<file path="src/rtl/trap_pkg.sv">
package trap_pkg;

    typedef struct packed {
        logic ce;    // critical interrupts enabled
        logic ee;    // noncritical interrupts enabled
        logic priv;  // privileged mode
        logic ir;    // instruction translation on
        logic dr;    // data translation on
    } msr_t;

    localparam int MSR_W = $bits(msr_t);
    localparam logic [MSR_W-1:0] MSR_RESET = 5'b00100;

    typedef enum logic [1:0] {
        ST_IDLE,
        ST_VECTOR,
        ST_RESUME,
        ST_REJECT
    } state_e;

    localparam logic [3:0] EXC_MCHK  = 4'd1;
    localparam logic [3:0] EXC_DSTOR = 4'd2;
    localparam logic [3:0] EXC_ISTOR = 4'd3;
    localparam logic [3:0] EXC_ALIGN = 4'd5;
    localparam logic [3:0] EXC_PROG  = 4'd6;
    localparam logic [3:0] EXC_DTLB  = 4'd11;

endpackage

</file>
<file path="src/rtl/trap_class.sv">
module trap_class
    import trap_pkg::*;
#(
    parameter int TYPE_W = 4
) (
    input  logic [TYPE_W-1:0] exc_type,
    output logic              syn_hit,
    output logic              addr_hit
);
    logic [3:0] code;

    assign code = 4'(exc_type);

    always_comb begin
        unique case (code)
            EXC_MCHK, EXC_ISTOR, EXC_PROG: begin
                syn_hit  = 1'b1;
                addr_hit = 1'b0;
            end
            EXC_DSTOR, EXC_DTLB: begin
                syn_hit  = 1'b1;
                addr_hit = 1'b1;
            end
            EXC_ALIGN: begin
                syn_hit  = 1'b0;
                addr_hit = 1'b1;
            end
            default: begin
                syn_hit  = 1'b0;
                addr_hit = 1'b0;
            end
        endcase
    end
endmodule

</file>
<file path="src/rtl/trap_vec.sv">
module trap_vec #(
    parameter int AW      = 32,
    parameter int ALIGN_W = 16,
    parameter int TYPE_W  = 4,
    parameter int OFF_SH  = 8
) (
    input  logic [AW-ALIGN_W-1:0] base_hi,
    input  logic [TYPE_W-1:0]     exc_type,
    output logic [AW-1:0]         vec_addr
);
    localparam int NTYPES = 1 << TYPE_W;

    logic [ALIGN_W-1:0] off_tbl [NTYPES];

    for (genvar g = 0; g < NTYPES; g++) begin : g_off
        assign off_tbl[g] = ALIGN_W'((g + 1) << OFF_SH);
    end

    assign vec_addr = {base_hi, off_tbl[exc_type]};
endmodule

</file>
<file path="src/rtl/trap_seq.sv">
module trap_seq
    import trap_pkg::*;
#(
    parameter int AW      = 32,
    parameter int SYN_W   = 8,
    parameter int TYPE_W  = 4,
    parameter int ALIGN_W = 16
) (
    input  logic              clk,
    input  logic              rst_n,
    input  logic              req_valid,
    input  logic [TYPE_W-1:0] req_type,
    input  logic              req_crit,
    input  logic [AW-1:0]     req_pc,
    input  logic [AW-1:0]     req_daddr,
    input  logic [SYN_W-1:0]  req_syn,
    input  logic              ret_valid,
    input  logic              ret_crit,
    input  logic              msr_we,
    input  logic [MSR_W-1:0]  msr_wdata,
    input  logic              pfx_we,
    input  logic [AW-1:0]     pfx_wdata,
    output logic              ack,
    output logic              fetch_valid,
    output logic [AW-1:0]     fetch_addr,
    output logic              prog_req,
    output logic [MSR_W-1:0]  msr,
    output logic [AW-1:0]     srr0,
    output logic [MSR_W-1:0]  srr1,
    output logic [AW-1:0]     srr2,
    output logic [MSR_W-1:0]  srr3,
    output logic [SYN_W-1:0]  esr,
    output logic [AW-1:0]     dear
);
    localparam int HI_W = AW - ALIGN_W;

    state_e             state_q, state_d;
    msr_t               msr_q, srr1_q, srr3_q;
    logic [AW-1:0]      srr0_q, srr2_q, dear_q, tgt_q, vec_addr;
    logic [SYN_W-1:0]   esr_q;
    logic [HI_W-1:0]    pfx_hi_q;
    logic               syn_upd, addr_upd;
    logic               take_exc, take_ret, ret_ok;
    wire                unused_pfx_lo = ^pfx_wdata[ALIGN_W-1:0];

    trap_class #(.TYPE_W(TYPE_W)) u_class (
        .exc_type (req_type),
        .syn_hit  (syn_upd),
        .addr_hit (addr_upd)
    );

    trap_vec #(.AW(AW), .ALIGN_W(ALIGN_W), .TYPE_W(TYPE_W)) u_vec (
        .base_hi  (pfx_hi_q),
        .exc_type (req_type),
        .vec_addr (vec_addr)
    );

    assign take_exc = (state_q == ST_IDLE) && req_valid;
    assign take_ret = (state_q == ST_IDLE) && !req_valid && ret_valid;
    assign ret_ok   = take_ret && msr_q.priv;

    // state register
    always_ff @(posedge clk) begin
        if (!rst_n) state_q <= ST_IDLE;
        else        state_q <= state_d;
    end

    // next state
    always_comb begin
        state_d = state_q;
        unique case (state_q)
            ST_IDLE: begin
                if (take_exc)     state_d = ST_VECTOR;
                else if (ret_ok)  state_d = ST_RESUME;
                else if (take_ret) state_d = ST_REJECT;
            end
            ST_VECTOR: state_d = ST_IDLE;
            ST_RESUME: state_d = ST_IDLE;
            ST_REJECT: state_d = ST_IDLE;
            default:   state_d = ST_IDLE;
        endcase
    end

    // outputs
    always_comb begin
        ack         = 1'b0;
        fetch_valid = 1'b0;
        prog_req    = 1'b0;
        unique case (state_q)
            ST_IDLE: ;
            ST_VECTOR, ST_RESUME: begin
                ack         = 1'b1;
                fetch_valid = 1'b1;
            end
            ST_REJECT: begin
                ack      = 1'b1;
                prog_req = 1'b1;
            end
            default: ;
        endcase
    end

    // architected registers
    always_ff @(posedge clk) begin
        if (!rst_n) begin
            msr_q    <= msr_t'(MSR_RESET);
            srr0_q   <= '0;
            srr1_q   <= '0;
            srr2_q   <= '0;
            srr3_q   <= '0;
            esr_q    <= '0;
            dear_q   <= '0;
            tgt_q    <= '0;
            pfx_hi_q <= '0;
        end else begin
            if (pfx_we) pfx_hi_q <= pfx_wdata[AW-1:ALIGN_W];
            if (take_exc) begin
                if (req_crit) begin
                    srr2_q <= req_pc;
                    srr3_q <= msr_q;
                end else begin
                    srr0_q <= req_pc;
                    srr1_q <= msr_q;
                end
                if (syn_upd)  esr_q  <= req_syn;
                if (addr_upd) dear_q <= req_daddr;
                msr_q <= '{ce: (req_crit ? 1'b0 : msr_q.ce), ee: 1'b0,
                           priv: 1'b1, ir: 1'b0, dr: 1'b0};
                tgt_q <= vec_addr;
            end else if (ret_ok) begin
                msr_q <= ret_crit ? srr3_q : srr1_q;
                tgt_q <= ret_crit ? srr2_q : srr0_q;
            end else if ((state_q == ST_IDLE) && !ret_valid && msr_we) begin
                msr_q <= msr_t'(msr_wdata);
            end
        end
    end

    assign fetch_addr = tgt_q;
    assign msr        = msr_q;
    assign srr0       = srr0_q;
    assign srr1       = srr1_q;
    assign srr2       = srr2_q;
    assign srr3       = srr3_q;
    assign esr        = esr_q;
    assign dear       = dear_q;
endmodule

</file>
<file path="config.mk">
export PLATFORM = sky130hd
export DESIGN_NAME = trap_seq
export DESIGN_NICKNAME = d
export VERILOG_FILES = /design/src/rtl/trap_pkg.sv /design/src/rtl/trap_class.sv /design/src/rtl/trap_vec.sv /design/src/rtl/trap_seq.sv
export SDC_FILE = /design/constraint.sdc
export NUM_CORES = 1
export LEC_CHECK = 0
export CAP_MARGIN = 15
export CORE_MARGIN = 3
export CORE_UTILIZATION = 45
export DETAILED_ROUTE_END_ITERATION = 8
export DONT_BUFFER_PORTS = 1
export PLACE_DENSITY_LB_ADDON = 0.15
export SYNTH_ARGS = -nofsm -noshare
export SYNTH_HDL_FRONTEND = slang
export SYNTH_SLANG_ARGS = --single-unit
</file>
<file path="constraint.sdc">
create_clock -name clk -period 4.8 [get_ports clk]
set_clock_uncertainty 0.2 [all_clocks]
set_input_delay 0.96 -clock clk [delete_from_list [all_inputs] [get_ports clk]]
set_output_delay 0.96 -clock clk [all_outputs]
set_load 0.05 [all_outputs]
</file>
# Word level (Yosys, flattened, before mapping)
# Memory sizes are Yosys's and may differ from the RTL's.
# Index checks and enable logic that the tools add are counted.
dict set report word_totals {
  latch_bits 0
  input_bits 121
  out_inout_bits 154
  elab_cells 79
  ram_bits 0
  mem_count 1
  rom_bits 256
  ff_bits 169
}
dict set report classes {
  mul 0
  n_eq_ne 11
  div 0
  shifts 0
  reduce_logical 22
  order_cmp 1
  n_mux 19
  n_bitwise 3
  addsub 0
}
# memory depth width rd rd_ports_with_merged_regs write_ports line_no
set memory_table {}
lappend memory_table {{(no name shown)} 16 16 1 0 0 trap_vec.sv:19} ;# assign vec_addr = {base_hi, off_tbl[exc_type]};
# op count
set ops {}
lappend ops {{2-to-1 mux 32 bit} 3}
lappend ops {{2-to-1 mux 16 bit} 2}
lappend ops {{2-to-1 mux 5 bit} 4}
lappend ops {{AND reduction 2 bit} 5}
lappend ops {{== test 4 x 2 -> 1 bit (second input constant)} 2}
lappend ops {{== test 4 x 3 -> 1 bit (second input constant)} 2}
lappend ops {{logical AND 1 bit} 6}
lappend ops {{2-to-1 mux 1 bit} 6}
lappend ops {{2-to-1 mux 2 bit} 3}
lappend ops {{OR reduction 3 bit} 2}
lappend ops {{greater-or-equal comparator 5 bit (second input constant)} 1}
lappend ops {{NOT 4 -> 5 bit} 1}
lappend ops {{OR reduction 5 bit} 1}
lappend ops {{== test 2 bit (second input constant)} 2}
lappend ops {{== test 4 x 1 -> 1 bit (second input constant)} 1}
lappend ops {{== test 4 bit (second input constant)} 1}
lappend ops {{inequality test 4 bit (second input constant)} 1}
lappend ops {{one-hot mux 2 bit (2 select lines)} 1}
lappend ops {{nonzero test 2 bit} 2}
lappend ops {{OR reduction 2 bit} 2}
lappend ops {{nonzero test 3 bit} 1}
lappend ops {{== test 2 x 1 -> 1 bit (second input constant)} 1}
lappend ops {{zero test 1 bit} 2}
lappend ops {{zero test 2 bit} 1}
lappend ops {{other kinds (2)} 3}

# Logic depth before layout (Yosys ltp)
dict set report depth {
  word_depth 7
  depth_mapped 10
  ltp_nobuf 6
}

# By module
# A second synthesis with hierarchy kept.
dict set report hier_totals {
  cells_unflattened 861
  hier_area_um2 7034.2
}
# mod area_each_um2 cells_each seq_area_each_um2 n_inst
set modules_own_cells {}
lappend modules_own_cells {trap_seq 6710.2 817 3383.2 1}
lappend modules_own_cells {trap_vec 262.8 36 0.0 1}
lappend modules_own_cells {trap_class 61.3 8 0.0 1}

# Least setup slack after synthesis
# OpenSTA, ideal clock, no wires.
dict set report synth_timing {
  kind {input port to flip-flop}
  start {in req_type[0]}
  end {reg dear_q[10] (netlist: dear[10])}
  path_slack_ns 2.447
  stages 7
  arrival_time_ns 2.033
  setup_ns 0.120
  path_cell_list {inv_1 > ha_1 > nor2b_1 > a211oi_1 > a211oi_4 > buf_6 > mux2i_1}
}
dict set report synth_between {
  elab_chain_len 4
}
# item line_no
set synth_rtl {}
lappend synth_rtl {{from (decl)} trap_seq.sv:12} ;# input logic [TYPE_W-1:0] req_type,
lappend synth_rtl {{== test 4 x 2 -> 1 bit (tied with other cells)} trap_class.sv:15} ;# unique case (code)
lappend synth_rtl {{OR reduction 3 bit (no line) (*)} --}
lappend synth_rtl {{2-to-1 mux 1 bit (*)} trap_class.sv:15}
lappend synth_rtl {{AND reduction 2 bit (no line) (*)} --}
lappend synth_rtl {{to (signal assigned)} trap_seq.sv:126} ;# if (addr_upd) dear_q <= req_daddr;
lappend synth_rtl {{to (decl)} trap_seq.sv:39} ;# logic [AW-1:0] srr0_q, srr2_q, dear_q, tgt_q, vec_addr;
# Mark *: on every way between the ends. The rest lies on a longest branch, timed or not.
# A chain may end at the register's enable or synchronous reset.

# Final worst setup path
dict set report layout_timing {
  start {reg state_q[0]}
  end {reg srr0_q[25] (netlist: srr0[25])}
}
dict set report layout_between {
  elab_chain_len 3
}
# item line_no
set layout_rtl {}
lappend layout_rtl {{from (decl)} trap_seq.sv:37} ;# state_e state_q, state_d;
lappend layout_rtl {{from (signal assigned)} trap_seq.sv:65} ;# else state_q <= state_d;
lappend layout_rtl {{zero test 2 bit} trap_seq.sv:58} ;# assign take_exc = (state_q == ST_IDLE) && req_valid;
lappend layout_rtl {{logical AND 1 bit} trap_seq.sv:58}
lappend layout_rtl {{AND reduction 2 bit (no line)} --}
lappend layout_rtl {{to (signal assigned)} trap_seq.sv:122} ;# srr0_q <= req_pc;
lappend layout_rtl {{to (decl)} trap_seq.sv:39}
# Every way passes these cells.

==> reports/metrics.csv <==
stage,metric,value,unit
status,status,finished clean,
floorplanning,die area,17550,um2
grt,vias in the first global route,5517,
layout,share of layout cells above drive strength 1,6.290,%
pwr,sequential group share of total power,50.1,%
layout,filler instances,1464,
clocking,Worst-Skew Late Latency,0.42,ns
layout,synth-to-layout area growth,8.551,%
synthesis,async set-or-reset flop fraction in the synthesized netlist,0,%
layout,register area,3383,um2
pwr,internal power,2.546,mW
floorplanning,core area,15430,um2
synthesis,Syn. warnings,0,
pwr,Leakage,2.844,nW
clocking,CTS sink cnt,169,
grt,initial antenna violation count,0,
run,MaxCap Viol Count,0,
floorplanning,Rows,45,
grt,Overflow after GRT,0,
sta,setup TNS,0,ns
pwr,Pwr Total,3.742,mW
critical_path,highest-delay cell along the critical path,nor2_4,
critical_path,critical path type,reg -> reg,
synthesis,Netlist Area Pre-Place,7199,um2
critical_path,CP bufs+invs,1,
routing,First DRT Iteration DRCs,297,
layout,Ant. Diodes,0,
pwr,Clock power frac,38.8,%
routing,Routed WL,19.54,mm
pwr,Cell Pwr Density,478.8,nW/um2
grt,Tot GR Track Use,21.80,%
sta,RSZ-0062 raised after global routing,no,
place,gpl congestion,0.8078,
sta,period utilization,64.51,%
floorplanning,num ports,275,
sta,Worst Tran Pin Value,1.059,ns
critical_path,Crit path largest cell delay,1.08,ns
grt,largest net degree at the start of global routing,207,
routing,Vias,5491,
clocking,"CTS clk-pin slew, worst paths",0.07,ns
clocking,Resize count post-CTS,0,
clocking,H-tree depth,4,
critical_path,Worst R2R Path Depth,6,
sta,"Min Clock Period, post-route",3.096,ns
critical_path,Worst path top cell family by delay,simple AND/OR/NAND/NOR gates,
synthesis,ys flop type,dfxtp_1,
sta,final hold vios,0,
sta,final hold slack,0.3017,ns
critical_path,Critical Path RT,4.94,ns
critical_path,CP Capture Type,flop,
synthesis,post-synthesis instance total,804,
synthesis,Syn Area/Cell,8.954,um2
clocking,post-CTS setup repair buffer count,0,
pwr,switching share of total power,31.95,%
critical_path,r2r endpoint,srr0[25],
clocking,hold_buf cts,0,
critical_path,startpoint types,flop,
layout,Nets,893,
floorplanning,Initial Util,46.67,%
critical_path,FF-to-FF Start,state_q[0],
routing,Post-DRT Antenna Nets,0,
sta,Slew headroom,29.23,%
place,PortBufs,0,
critical_path,crit path cell chain,"inv_1, ha_1, nand2_1, nor2_4, nand2_1, a21boi_0",
floorplanning,Die H,132.5,um
pwr,VDD IR max,0.2289,mV
clocking,Root Buffer,clkbuf_16,
worst_hold_path,worst min path class,reg -> reg,
sta,max-slew violation count,0,
synthesis,Synth Register Bits,169,
worst_hold_path,Hold Crit Depth,2,
clocking,Bufs on Longest Clock Path,2,
critical_path,CP arrival,3.24,ns
routing,DR pass1 iterations,4,
sta,number of setup violations in the final report,0,
clocking,CTS Buf Count,17,
grt,first-pass GRT wire length,30.48,mm
pwr,Gate power share,11.1,%
routing,drt drc,0,
synthesis,Post-synth EDFFs,0,
sta,fmax,323.0,MHz
layout,multi-input gate area in the final layout,3481,um2
critical_path,CP most frequent cell,nand2_1,
pwr,Switch Pwr,1.196,mW
critical_path,R2R setup slack,1.70,ns
place,hpwl dp,13.08,mm
floorplanning,die width,132.5,um
worst_hold_path,HP Start,pfx_hi_q[15],
synthesis,post-synthesis sequential area ratio,46.99,%
routing,drt wl/cell,19.74,um
worst_hold_path,Hold EP,fetch_addr[31],
synthesis,post-synth cell types,40,
routing,Avg Vias per Cell,5.546,
clocking,CTS tree,done,
critical_path,CP Max Fanout,37,
layout,"Core Util, Final",50.66,%
synthesis,Syn Nets,931,
==> Yosys cell counts (2+ instances only) <==
| library cell | n | area (um2) |
|---|---|---|
| o21a_1 | 2 | 15.01 |
| nand3b_1 | 3 | 22.52 |
| dfxtp_1 | 169 | 3383 |
| buf_6 | 6 | 67.56 |
| clkbuf_1 | 28 | 105.1 |
| a221oi_1 | 8 | 70.07 |
| nand2b_1 | 4 | 25.02 |
| a21oi_1 | 9 | 45.04 |
| nor2b_1 | 40 | 250.2 |
| inv_1 | 7 | 26.28 |
| a221oi_2 | 7 | 105.1 |
| mux2i_1 | 85 | 850.8 |
| nand3_1 | 22 | 110.1 |
| o22ai_1 | 2 | 12.51 |
| buf_4 | 2 | 15.01 |
| nand2_1 | 227 | 852.1 |
| o21ai_0 | 23 | 115.1 |
| a211oi_1 | 9 | 67.56 |
| ha_1 | 6 | 75.07 |
| buf_2 | 24 | 120.1 |
| a21boi_0 | 73 | 548.0 |
| and2_1 | 12 | 75.07 |
| nor2_1 | 19 | 71.32 |
==> worst reg2reg max path, stage by stage (launching register included) <==
cell and delay (ns):
dfxtp_1 0.32, inv_1 0.10, ha_1 0.33, nand2_1 0.65, nor2_4 1.08, nand2_1 0.15
a21boi_0 0.20
==> logic make-up after synthesis <==
| kind of cell | Yosys count | share of synthesized area, % |
|---|---|---|
| muxes | 86 | 11.97 |
| buffers and inverters | 68 | 4.692 |
| and+or+nand+nor | 335 | 20.53 |
| DFF | 169 | 46.99 |
| adders and majority gates | 6 | 1.043 |
| AOI/OAI and AO/OA | 140 | 14.77 |
==> layout by cell type (no fill, tap or decap), types with 3 or more instances in the layout <==
| master | count |
|---|---|
| clkbuf_1 | 3 |
| a21boi_0 | 73 |
| a21oi_1 | 9 |
| nand2b_1 | 3 |
| a221oi_2 | 7 |
| nand3_1 | 22 |
| nor2_1 | 19 |
| a211oi_1 | 9 |
| mux2i_1 | 85 |
| bufinv_16 | 4 |
| buf_4 | 4 |
| ha_1 | 6 |
| dfxtp_1 | 169 |
| nor2b_1 | 40 |
| o21ai_0 | 23 |
| nand2_1 | 227 |
| clkbuf_16 | 17 |
| and2_1 | 12 |
| a221oi_1 | 8 |
| inv_1 | 7 |
| nand3b_1 | 3 |
==> stage by stage <==
stage | instance area [um2] | cells | setup WS [ns]
floorplan | 7199 | 804 | 2.447
detailed placement | 7184 | 958 | 1.533
global placement | 7184 | 958 | 1.643
global route | 7815 | 990 | 1.390
finish | 7815 | 990 | 1.704
CTS | 7815 | 990 | 1.682
==> per-layer routing <==
| metal | up-vias | share of wire (%) | global-route usage (%) |
|---|---|---|---|
| met5 | - | 0 | 0 |
| met4 | 0 | 1.3 | 5.774 |
| met3 | 17 | 12 | 10.76 |
| met2 | 214 | 51 | 38.06 |
| met1 | 2636 | 36 | 23.55 |
| li1 | 2624 | - | - |
==> registers in the layout (all words and copies together) (netlist names) <==
signal / cells
srr3: 5
pfx_hi_q: 16
fetch_addr: 32
dear: 32
srr2: 32
state_q: 2
esr: 8
srr0: 32
srr1: 5
msr: 5
==> power groups by stage <==
stage               Sequential (mW)  Clock (mW)  Combinational, mW
detailed placement             1.91           0              0.419
finish                         1.87        1.45              0.415
global route                   1.89        1.55              0.460
global placement               1.90           0              0.402
floorplan                      1.87           0              0.380
CTS                            1.87        1.48              0.420
==> worst max-delay path by stage <==
stage / start / to / slack, ns / depth (start not counted)
floorplan: req_type[0] / dear[10] / 2.45 / 7
global placement: req_valid / srr0[0] / 1.64 / 4
CTS: state_q[0] / srr0[25] / 1.68 / 6
detailed placement: req_valid / srr0[25] / 1.53 / 4
global route: state_q[0] / srr0[24] / 1.39 / 6
finish: state_q[0] / srr0[25] / 1.70 / 6
==> final cells by class <==
cell class                 count  share of cell area, %
clock inverter                10                  2.129
inverter                       7                 0.3362
timing repair buffer           4                 0.3842
tap                          211                  3.378
sequential                   169                  43.29
multi-input combinational    567                  44.54
clock buffer                  22                  5.940
Power figures use the tool's default switching activity.
